--- config.mk ---
export PLATFORM = sky130hd
export DESIGN_NAME = dram_refresh_arbiter
export DESIGN_NICKNAME = d
export VERILOG_FILES = /design/src/rtl/arb_pkg.sv /design/src/rtl/arb_edge_sync.sv /design/src/rtl/arb_refresh_window.sv /design/src/rtl/dram_refresh_arbiter.sv
export SDC_FILE = /design/constraint.sdc
export NUM_CORES = 1
export LEC_CHECK = 0
export ABC_CLOCK_PERIOD_IN_PS = 1700
export BUFFER_PORTS_ARGS = -buffer_cell sky130_fd_sc_hd__buf_4
export CORE_UTILIZATION = 48
export DETAILED_ROUTE_END_ITERATION = 7
export PLACE_DENSITY = 0.73
export SLEW_MARGIN = 15
export SYNTH_ARGS = -nofsm -noshare
export SYNTH_HDL_FRONTEND = slang
export SYNTH_SLANG_ARGS = --single-unit
--- constraint.sdc ---
create_clock -name clk -period 1.7 [get_ports clk]
set_input_delay 0.085 -clock clk [delete_from_list [all_inputs] [get_ports clk]]
set_output_delay 0.085 -clock clk [all_outputs]
set_load 0.02 [all_outputs]
--- src/rtl/arb_pkg.sv ---
package arb_pkg;
  typedef enum logic [2:0] {
    ST_IDLE    = 3'd0,
    ST_ACCESS  = 3'd1,
    ST_HIDDEN  = 3'd2,
    ST_FORCED  = 3'd3,
    ST_RECOVER = 3'd4
  } arb_state_t;

  function automatic int unsigned max3(input int unsigned a, input int unsigned b,
                                       input int unsigned c);
    int unsigned m;
    m = (a > b) ? a : b;
    return (m > c) ? m : c;
  endfunction
endpackage

--- src/rtl/arb_edge_sync.sv ---
module arb_edge_sync #(
  parameter int STAGES = 2
) (
  input  logic clk,
  input  logic rst,
  input  logic async_in,
  output logic rise
);
  logic [STAGES:0] chain;

  always_ff @(posedge clk) begin
    if (rst) chain <= '0;
    else     chain <= {chain[STAGES-1:0], async_in};
  end

  assign rise = chain[STAGES-1] & ~chain[STAGES];
endmodule

--- src/rtl/arb_refresh_window.sv ---
module arb_refresh_window (
  input  logic clk,
  input  logic rst,
  input  logic window_edge,
  input  logic hidden_evt,
  input  logic ext_req,
  input  logic clear,
  output logic pending
);
  logic seen_q;

  always_ff @(posedge clk) begin
    if (rst) begin
      seen_q  <= 1'b1;
      pending <= 1'b0;
    end else begin
      if (window_edge) seen_q <= 1'b0;
      else if (hidden_evt) seen_q <= 1'b1;

      if (ext_req || (window_edge && !seen_q && !hidden_evt)) pending <= 1'b1;
      else if (clear) pending <= 1'b0;
    end
  end
endmodule

--- src/rtl/dram_refresh_arbiter.sv ---
module dram_refresh_arbiter #(
  parameter int WR_SETUP  = 2,
  parameter int FORCE_CYC = 4,
  parameter int REC_CYC   = 3,
  parameter int SYNC_STG  = 2
) (
  input  logic clk,
  input  logic rst,
  input  logic cs_local,
  input  logic rd_stb,
  input  logic wr_stb,
  input  logic rfck,
  input  logic ext_refresh_req,
  output logic mode_forced,
  output logic row_req,
  output logic wait_o
);
  import arb_pkg::*;

  localparam int CNT_MAX = max3(WR_SETUP, FORCE_CYC, REC_CYC);
  localparam int CNT_W   = $clog2(CNT_MAX + 1);

  arb_state_t       state, state_n;
  logic [CNT_W-1:0] cnt, cnt_n;
  logic             win_edge, pending, clr_pending, hidden_evt, bus_cyc;

  arb_edge_sync #(.STAGES(SYNC_STG)) u_sync (
    .clk(clk), .rst(rst), .async_in(rfck), .rise(win_edge)
  );

  arb_refresh_window u_window (
    .clk(clk), .rst(rst), .window_edge(win_edge), .hidden_evt(hidden_evt),
    .ext_req(ext_refresh_req), .clear(clr_pending), .pending(pending)
  );

  assign bus_cyc    = rd_stb | wr_stb;
  assign hidden_evt = (state == ST_IDLE) && (state_n == ST_HIDDEN);

  always_comb begin
    state_n     = state;
    cnt_n       = cnt;
    clr_pending = 1'b0;
    unique case (state)
      ST_IDLE: begin
        if (pending) begin
          state_n = ST_FORCED;
          cnt_n   = CNT_W'(FORCE_CYC - 1);
        end else if (bus_cyc && cs_local) begin
          state_n = ST_ACCESS;
          cnt_n   = rd_stb ? '0 : CNT_W'(WR_SETUP);
        end else if (bus_cyc) begin
          state_n = ST_HIDDEN;
        end
      end
      ST_ACCESS: begin
        if (!bus_cyc) begin
          state_n = ST_IDLE;
          cnt_n   = '0;
        end else if (cnt != '0) begin
          cnt_n = cnt - 1'b1;
        end
      end
      ST_HIDDEN: begin
        if (!bus_cyc) state_n = ST_IDLE;
      end
      ST_FORCED: begin
        if (cnt == '0) begin
          state_n = ST_RECOVER;
          cnt_n   = CNT_W'(REC_CYC - 1);
        end else begin
          cnt_n = cnt - 1'b1;
        end
      end
      ST_RECOVER: begin
        if (cnt == '0) begin
          state_n     = ST_IDLE;
          clr_pending = 1'b1;
        end else begin
          cnt_n = cnt - 1'b1;
        end
      end
      default: state_n = ST_IDLE;
    endcase
  end

  always_ff @(posedge clk) begin
    if (rst) begin
      state       <= ST_IDLE;
      cnt         <= '0;
      mode_forced <= 1'b0;
      row_req     <= 1'b0;
      wait_o      <= 1'b0;
    end else begin
      state       <= state_n;
      cnt         <= cnt_n;
      mode_forced <= (state_n == ST_FORCED) || (state_n == ST_RECOVER);
      row_req     <= (state_n == ST_HIDDEN) || ((state_n == ST_ACCESS) && (cnt_n == '0));
      wait_o      <= rd_stb && cs_local &&
                     ((state_n == ST_FORCED) || (state_n == ST_RECOVER));
    end
  end
endmodule

* After elaboration in Yosys (flattened, before gate mapping)
Cells that the tools add are included.
** Word-level totals
- Register bits :: 14
- Bits of input ports :: 7
** Cells by class
- Bitwise gates (word level) :: 3
- Reduce and logical (&&, ||, !) cells :: 19
- Equality and inequality tests :: 8
- Multiplexer cells :: 21
- $add $sub $neg :: 1
** Operators with widths (number)
- $mux 3 :: 12
- $pmux 3 s4 :: 2
- $eq 3x2->1 const B :: 4
- $logic_not 3->1 :: 3
- $logic_and 1x1->1 :: 7
- $eq 3x1->1 const B :: 2
- $eq 3x3->1 const B :: 2
- $mux 1 :: 6
- $reduce_bool 2->1 :: 2
- $logic_or 1x1->1 :: 3
- $reduce_bool 3->1 :: 1
- $sub 3x1->3 const B :: 1
- $logic_not 1->1 :: 2
- $mux 2 :: 1
- $reduce_or 2->1 :: 1
- $and 1x1->1 :: 1
- $not 1->1 :: 1
- $or 1x1->1 :: 1

* Depth between registers and ports, before layout
Gate-level depths: netlist of run 1.
- Word-level depth :: 11
- Mapped depth :: 10
- Depth with buffers taken out :: 9

* By module
Synthesis of run 1 repeated with hierarchy kept, for this count alone.
** Unflattened totals
- Cell total of the unflattened synthesis :: 92
- Area total of the unflattened synthesis :: 804.5 um^2
** By module, submodules not included
- dram_refresh_arbiter :: times used 1, seq. area each 180.2 um^2, cells an instance 77, area each 640.6 um^2
- arb_edge_sync :: times used 1, seq. area each 60.1 um^2, cells an instance 7, area each 87.6 um^2
- arb_refresh_window :: times used 1, seq. area each 40.0 um^2, cells an instance 8, area each 76.3 um^2

* Worst setup path before layout of run 1
No wires, ideal clock.
- Path kind :: register -> register
- Start :: register cnt[0]
- End :: register row_req
- Clock period less this slack :: 1.629 ns
- Buffers on the path :: 1
- Library setup time :: 0.069 ns
- Setup slack :: 0.071 ns
- Stages on the path, launching flop included :: 10
- Arrival time :: 1.560 ns
- Cells stage by stage :: dfxtp_1 > inv_1 > ha_1 > nand2b_1 > buf_6 > ha_1 > nor2_1 > a221oi_2 > o2111ai_1 > o21ai_1
** Between the ends
- Cells in the longest elaborated chain, start to end :: 7
- Elaborated cells on any way between the ends :: 18
- Those cells by class :: add/sub: 1; eq/ne: 2; mux: 10; reduce/logical: 5
** RTL lines
- start, declared :: RTL line dram_refresh_arbiter.sv:24 : logic [CNT_W-1:0] cnt, cnt_n;
- start signal, assigned :: RTL line dram_refresh_arbiter.sv:95 : cnt <= cnt_n;
- $sub 3x1->3 or $reduce_bool 3->1 (tied branches)
- $mux 3 :: RTL line dram_refresh_arbiter.sv:59 : end else if (cnt != '0) begin
- $mux 3 :: RTL line dram_refresh_arbiter.sv:56 : if (!bus_cyc) begin
- $pmux 3 s4 :: RTL line dram_refresh_arbiter.sv:43 : unique case (state)
- $logic_not 3->1 :: RTL line dram_refresh_arbiter.sv:97 : row_req <= (state_n == ST_HIDDEN) || ((state_n == ST_ACCESS) && (cnt_n == '0));
- $logic_and 1x1->1 :: RTL line dram_refresh_arbiter.sv:97
- $logic_or 1x1->1 (*) :: RTL line dram_refresh_arbiter.sv:97
- end signal, assigned :: RTL line dram_refresh_arbiter.sv:97
- end, declared :: RTL line dram_refresh_arbiter.sv:15 : output logic row_req,
Every way passes the cells marked *; elsewhere a longest branch is shown, timed or not.
A chain may end at the register's enable or synchronous reset.

* Worst setup path after layout of run 1
Ends and elaborated chain as after synthesis.

==> impl_summary.md, run 1 <==
Drt
Dividing the detail-routed via count by the number of cells gives 5.91. The number of search-and-repair iterations in the first detailed-routing pass is 6. Once detail routing completed, the nets flagged for antenna violations numbered 0. For this run, design rule violations remaining after detail routing come to 0. The overall via count from detail_route is 745. The total wire length is 1.72 mm. In this run, the number of DRC markers left after iteration 0 of detailed routing was 16.

The routed length per instance is 13.7 um.

Synth
The share of the synthesized area in the top cell type is 33.2%. The Yosys step of the flow raised 0 warnings. The flip-flop cell with the highest count after synthesis is sky130_fd_sc_hd__dfxtp_1. The per-instance average area after synthesis is 8.88 um2. The number of nets in the synthesized netlist is 105. The number of library cell types mapped by synthesis is 41. The fraction of registers with async set/reset is 0%. Ranked by total cell area, the synthesized netlist is headed by sky130_fd_sc_hd__dfxtp_1 (33%), sky130_fd_sc_hd__nor2b_1 (5.2%), sky130_fd_sc_hd__ha_1 (4.5%).

The number of flops mapped to enable cells by yosys is 0. The proportion of synthesized chip area in sequential cells is 33.2%. The total standard cell area after synthesis is 843 um2.

Summed over all instances, the cell type with the most area after synthesis is sky130_fd_sc_hd__dfxtp_1. The number of standard cells after synthesis is 95. Counting flops and latches in the post-synthesis netlist gives 14.

Timing
The worst hold slack is 0.0183 ns. Setup violations remaining at the end of the flow were counted as 0. The share of the clock period used by the worst path after layout is 94.4%. The transition at the pin with the smallest max-transition slack is 0.444 ns.

The achievable clock frequency is 0.623 GHz. For the finished layout, the period the worst path requires is 1.60 ns. The minimum setup slack in the final design is 0.0954 ns. On the final layout, the worst clock skew is 0.00689 ns. The worst slew slack as a fraction of its limit is 70.3%. The final setup TNS is 0 ns. Setup repair after global routing left no endpoint under its margin. The number of endpoints with negative hold slack in the final report came to 0.

The total count of max-transition violations in the final report is 0.

Cells and area
0 antenna diodes ended up in the layout. The total of fill cells in the finished design is 133. Compared with the post-synthesis result, the final layout area differs by 20.3%. Cells fill 64.4% of the core in the end. In the final design database the tool counted 122 nets.

The final non-filler cell area is 1010 um2. The share of layout cells above drive strength 1 is 34.5%.

Placement
Buffers placed on the I/O ports in this run total 9. The final weighted congestion in routability-driven placement is 0.792. Prior to clock tree synthesis, the placed netlist has a worst setup slack of 0.0152 ns.

After legalization and detailed placement, the total HPWL measured 1.30 mm. Once placement finished, the instance area stood at 952 um2.

Floorplanning
The total die area is 1930 um2. The floorplan step defined a core boundary enclosing 1580 um2. The number of top-level design ports is 10. In this run the vertical extent of the chip is 43.9 um. The effective utilization at floorplan is 53.5%. Row generation in the floorplan step produced 14 rows. The width of the die is 43.9 um.

Worst hold path
The worst hold path begins at rfck. The worst hold path depth is 2. The tightest min-delay check is of the in2reg type. The end point of the worst hold path is u_sync.chain[0].

Setup path
Measured in cells, the most critical reg-to-reg path has a length of 8. The highest fanout seen on the critical path is 3. The worst register-to-register path ends at row_req. In this run the critical register-to-register path is launched from cnt[0]. The worst setup path is launched from a register. The slack of the worst reg-to-reg path is 0.1 ns.

STA puts the critical path data required time at 1.91 ns. The element type at the critical path end is a register. The worst setup path is of the reg2reg kind.

The data arrival time of the critical path is 1.81 ns.

Clock network
The clock passes through at most 2 buffers. The CTS tree is built. The clock latency on the worst-skew pair is 0.28 ns. The number of clock buffers added by TritonCTS is 3. The number of sinks handled by clock tree synthesis is 14. The depth of the CTS H-tree is 1. The clock-pin transition on the worst setup and hold timing paths is 0.08 ns. Once the clock tree was built, the setup fixing pass inserted 0 buffers. CTS placed an instance of sky130_fd_sc_hd__clkbuf_4 at the clock tree root. The number of hold-repair buffers added at the cts stage is 0.

Pwr
The reported leakage power is 0.000410 uW. The power density over cell area is 1060 nW/um2. The maximum ir drop on the vdd rail is 0.000545 V.

Global route
Global routing finished with a remaining overflow of 0. Entering global routing, the biggest net connects 15 pins. Across every metal layer, demand over resource in global routing totals 21.1%. The number of antenna violations at the first check in global routing was 0. The number of global-route vias before repair was 651. The global-route wire length before repair is 2.97 mm.

Run
The count of maximum capacitance violations is 0.

Run status
The flow ran to the end, and the final reports show no timing, DRC or antenna violations.
-- area by class of cell --
| class | instances | area (um2) | share of cell area, % |
|---|---|---|---|
| Sequential cell | 14 | 284 | 28.0 |
| Tap cell | 16 | 20.0 | 1.97 |
| Timing Repair Buffer | 17 | 128 | 12.6 |
| Multi-Input combinational cell | 70 | 538 | 53.0 |
| Inverter | 6 | 22.5 | 2.22 |
| Clock buffer | 3 | 22.5 | 2.22 |
-- flip-flops by register name (all words and copies together), names as in the netlist --
register / cells
state: 3
cnt: 3
u_sync.chain: 3
mode_forced: 1
u_window.pending: 1
wait_o: 1
row_req: 1
u_window.seen_q: 1
-- cell families after synthesis --
| family | after synthesis | synth area share, % |
|---|---|---|
| AND/OR/NAND/NOR | 37 | 23.1 |
| AO/OA/AOI/OAI | 28 | 29.1 |
| flip-flops | 14 | 33.2 |
| buffers and inverters | 11 | 7.27 |
| adder cells (fa/ha/maj) | 3 | 4.45 |
| multiplexers | 2 | 2.82 |
-- synthesized netlist by cell type, types with 2 or more instances --
library cell and instances:
sky130_fd_sc_hd__or3b_1 2, sky130_fd_sc_hd__nor3_1 5, sky130_fd_sc_hd__nor2_1 10, sky130_fd_sc_hd__inv_1 5, sky130_fd_sc_hd__nor2b_1 7, sky130_fd_sc_hd__o21bai_1 2
sky130_fd_sc_hd__o21ai_0 2, sky130_fd_sc_hd__ha_1 3, sky130_fd_sc_hd__a21oi_1 6, sky130_fd_sc_hd__nand3_1 2, sky130_fd_sc_hd__nand2b_1 4, sky130_fd_sc_hd__buf_6 2
sky130_fd_sc_hd__dfxtp_1 14, sky130_fd_sc_hd__nand2_1 4
-- power breakdown --
| group | internal, uW | total (uW) | switching, uW |
|---|---|---|---|
| logic | 244 | 477 | 233 |
| registers | 368 | 418 | 49.9 |
| clock network | 82.1 | 181 | 98.7 |
| total | 694 | 1080 | 381 |
-- worst max path at each step --
| stage | from | to | slack (ns) | depth (start not counted) |
|---|---|---|---|---|
| after floorplan | cnt[0] | row_req | 0.07 | 9 |
| after global placement | cnt[0] | row_req | 0.03 | 8 |
| after detailed placement | cnt[0] | row_req | 0.02 | 8 |
| after CTS | cnt[0] | row_req | 0.01 | 8 |
| after global routing | cnt[0] | row_req | 0.007 | 8 |
| final | cnt[0] | row_req | 0.1 | 8 |
-- critical path, stage by stage, from the launching register on --
cell and delay [ns]:
sky130_fd_sc_hd__dfxtp_1 0.33, sky130_fd_sc_hd__inv_2 0.08, sky130_fd_sc_hd__ha_4 0.16, sky130_fd_sc_hd__nand2b_4 0.06
sky130_fd_sc_hd__ha_1 0.27, sky130_fd_sc_hd__nor2_1 0.04, sky130_fd_sc_hd__a221oi_2 0.32, sky130_fd_sc_hd__o2111ai_1 0.15
sky130_fd_sc_hd__o21ai_1 0.13
-- cells in the final DEF (no fill, tap or decap), types with 2 or more instances in the layout --
cell type,count
sky130_fd_sc_hd__inv_1,3
sky130_fd_sc_hd__dfxtp_1,11
sky130_fd_sc_hd__nor3_1,4
sky130_fd_sc_hd__clkbuf_4,3
sky130_fd_sc_hd__nand2b_1,3
sky130_fd_sc_hd__nand2_1,4
sky130_fd_sc_hd__or3b_1,2
sky130_fd_sc_hd__nand3_1,2
sky130_fd_sc_hd__buf_4,17
sky130_fd_sc_hd__dfxtp_2,3
sky130_fd_sc_hd__nor2b_1,7
sky130_fd_sc_hd__nor2_1,10
sky130_fd_sc_hd__o21ai_0,2
sky130_fd_sc_hd__a21oi_1,6
sky130_fd_sc_hd__inv_2,3
sky130_fd_sc_hd__ha_1,2
sky130_fd_sc_hd__o21bai_1,2
-- stage by stage --
step                instances  total power, uW
finish                    126             1080
global route              126             1150
CTS                       126             1050
detailed placement        123              845
global placement          123              839
floorplan                  95              737
-- metal layers --
layer / global-route usage, % / part of all wire, % / vias up
li1: - / - / 381
met1: 30.8 / 50 / 340
met2: 30.4 / 43 / 20
met3: 3.75 / 5.4 / 4
met4: 9.09 / 1.2 / 0
met5: 0 / 0 / -
-- timing repair --
action / in CTS / in global routing
gates resized for setup: 4 / 7
endpoints found under the setup margin: 1 / 2
pin swaps: 1 / 3
Power figures use the tool's default switching activity.
==> run 2: changes to the inputs <==
--- a/config.mk
+++ b/config.mk
@@ -9,7 +9,7 @@
 export BUFFER_PORTS_ARGS = -buffer_cell sky130_fd_sc_hd__buf_4
 export CORE_UTILIZATION = 48
 export DETAILED_ROUTE_END_ITERATION = 7
-export PLACE_DENSITY = 0.73
+export PLACE_DENSITY_LB_ADDON = 0.1
 export SLEW_MARGIN = 15
 export SYNTH_ARGS = -nofsm -noshare
 export SYNTH_HDL_FRONTEND = slang
==> run 2 against run 1 <==
Against the previous run: power increased by 10%; final cell count increased by 2.4%; non-clock buffer count increased by 2; register-to-register slack got worse by 0.02 ns; clock-buffer cell count increased by 1; first-iteration DRC count increased by 81%; largest cell class unchanged.
==> impl_summary.md, run 2 (synthesized netlist as in run 1, its figures left out) <==
Pwr
The part of the power in registers is 34.8%. Internal power comes to 768 uW. Per report_power, the combinational group accounts for 44.4% of the total. For this design the ratio of total power to cell area is 1120 nW/um2. The reported leakage power is 0.000426 uW. The power share of the clock group is 20.8%. The switching power share of the total is 35.3%. Overall power consumption after layout is estimated at 1190 uW. The maximum ir drop on the vdd rail is 0.000710 V. Summed over all nets, the switching power comes to 418 uW.

Cells and area
With fillers left out, the area of the finished cells amounts to 1060 um2. The antenna diode count is 0. The final layout contains 124 nets. Leaving out fill and tap cells, the most frequent cell in the layout is sky130_fd_sc_hd__buf_4.

The share of layout cells above drive strength 1 is 38.1%. Compared with the post-synthesis result, the final layout area differs by 25.4%. In the final layout, the registers with the most flip-flops are cnt x3, state x3, u_sync.chain x3. Leaving out fill and tap cells, the most frequent cells in the layout are sky130_fd_sc_hd__buf_4 (19), sky130_fd_sc_hd__dfxtp_1 (10), sky130_fd_sc_hd__nor2_1 (9), sky130_fd_sc_hd__nor2b_1 (7), sky130_fd_sc_hd__a21oi_1 (6).

Setup path
The kind of critical path is reg2reg. The element type at the critical path end is a register. The slowest stage of the critical path is the sky130_fd_sc_hd__dfxtp_2 cell. The highest fanout seen on the critical path is 3.

For the worst flop-to-flop path, the logic depth is 8. The gate family responsible for the most delay along the worst path is compound AO/OA/AOI/OAI gates. In this run the number of cells on the critical path is 8. The launching element type of the critical path is a register. The worst path buffer plus inverter count is 1. The critical path data required time is 1.93 ns. Walking the worst path, the cells encountered are inv_2 -> ha_4 -> nand2b_4 -> ha_4 -> nor2_2 -> a221oi_2 -> o2111ai_1 -> o21ai_1. The most used cell along the critical path is sky130_fd_sc_hd__ha_4. The data arrival time of the critical path is 1.85 ns. The largest stage delay on the critical path is 0.34 ns.

Drt
The DRC violation total after the first TritonRoute iteration is 29. The routed length per instance is 14.4 um. The count of nets left with antenna violations once routing finished came out at 0.

The first detailed-routing pass ran for 4 iterations. The total wire length is 1.86 mm. The number of remaining DRC errors is 0.

The routed layout has 762 vias. The number of vias per cell is 5.91.

Floorplanning
The cell row count is 14. The total die area is 1930 um2. During I/O placement, the number of pins put on the boundary was 10. Once the floorplan was initialized, standard cells occupied 53.5% of the core.

The floorplan step defined a core boundary enclosing 1580 um2. The die is 43.9 um tall. The die is 43.9 um wide.

Clock network
TritonCTS built the clock tree. The clock net in this run drives a total of 14 sinks. The clock buffer count from CTS is 3.

The number of buffers on the longest clock path is 2. The root buffer cell chosen for the clock tree is sky130_fd_sc_hd__clkbuf_4. The depth of the CTS H-tree is 1. The clock-pin transition on the worst setup and hold timing paths is 0.09 ns.

Clock latency on the worst-skew pair, taken at its later pin, is 0.29 ns.

Timing
The share of the clock period used by the worst path after layout is 95.5%. Static timing analysis puts the maximum clock frequency at 0.616 GHz. Setup violations remaining at the end of the flow were counted as 0. Headroom to the max-slew limit came out at 72.9%. The final period demand of the worst path is 1.62 ns. Setup repair after global routing left no endpoint under its margin. The setup clock skew after layout is 0.00168 ns. The number of endpoints with negative hold slack in the final report was 0.

For the pin with the worst max-slew slack, the measured transition is 0.406 ns. The total count of max-transition violations in the final report is 0. The minimum setup slack in the final design is 0.0766 ns.

Worst hold path
The min-delay analysis places its worst path in the category in2reg. Counting instances, the worst hold path has a depth of 2.

Global route
The number of antenna violations at the first check in global routing is 0. The largest net degree at the start of global routing is 15. The first global-routing pass estimated 2.95 mm of wire. The total congestion overflow is 0. The number of global-route vias before repair was 665. The total track usage is 21.6%.

Placement
The post-placement setup slack is -0.0144 ns. After detailed placement, the total cell area comes to 952 um2. In this run the tool buffered the top-level ports with 9 buffer cells. The sum of net half-perimeters after detailed placement is 1.37 mm. The congestion estimate from routability-driven global placement came to 0.873.

Run
Max-cap violations in this run came to 0.

Run status
The flow ran to the end, and the final reports show no timing, DRC or antenna violations.
==> run 2: layout make-up <==
cell class              count  area, um2
fillers                   132        519
inverters                   6       22.5
multi-input cells          70        551
flip-flops and latches     14        285
clock buffers               4       36.3
repair buffers             19        143
well taps                  16       20.0
==> run 2: path summary, 6_finish.rpt <==
| check | startpoint | end | slack, ns |
|---|---|---|---|
| setup / recovery | cnt[0] | row_req | 0.08 |
| hold / removal | rfck | u_sync.chain[0] | 0.006 |
| hold reg to reg | u_sync.chain[0] | u_sync.chain[1] | 0.45 |
| setup reg to reg | cnt[0] | row_req | 0.08 |
==> run 2: power by group through the flow <==
| stage | Clock (uW) | Sequential, uW | Combinational [uW] |
|---|---|---|---|
| 2_1_floorplan | 0 | 412 | 325 |
| 3_3_place_gp | 0 | 409 | 431 |
| 3_5_place_dp | 0 | 411 | 441 |
| 4_1_cts | 247 | 405 | 463 |
| 5_1_grt | 261 | 418 | 577 |
| 6_report | 247 | 413 | 526 |
==> run 2: timing repair <==
action | CTS | global route
pin swaps | 3 | 5
hold buffers | 0 | 0
endpoints found under the setup margin | 1 | 2
buffers inserted | 0 | 2
gates resized for setup | 4 | 9
==> run 2: routing by layer <==
layer  vias to the layer above  global-route usage [%]  routed length [um]
met2                        20                    34.9                 924
met3                         4                    5.00                  69
li1                        381                       -                   -
met1                       357                    26.9                 831
met5                         -                       0                   0
met4                         0                    10.9                  34
==> run 2: metrics by stage <==
step                cells  setup TNS [ns]  utilization (%)  hold slack (ns)
floorplan              95               0                -            0.157
global placement      123               0             60.4            0.305
detailed placement    123         -0.0144             60.4            0.306
CTS                   127               0             63.7           0.0129
global route          129               0             67.1          0.00387
finish                129               0             67.1          0.00647
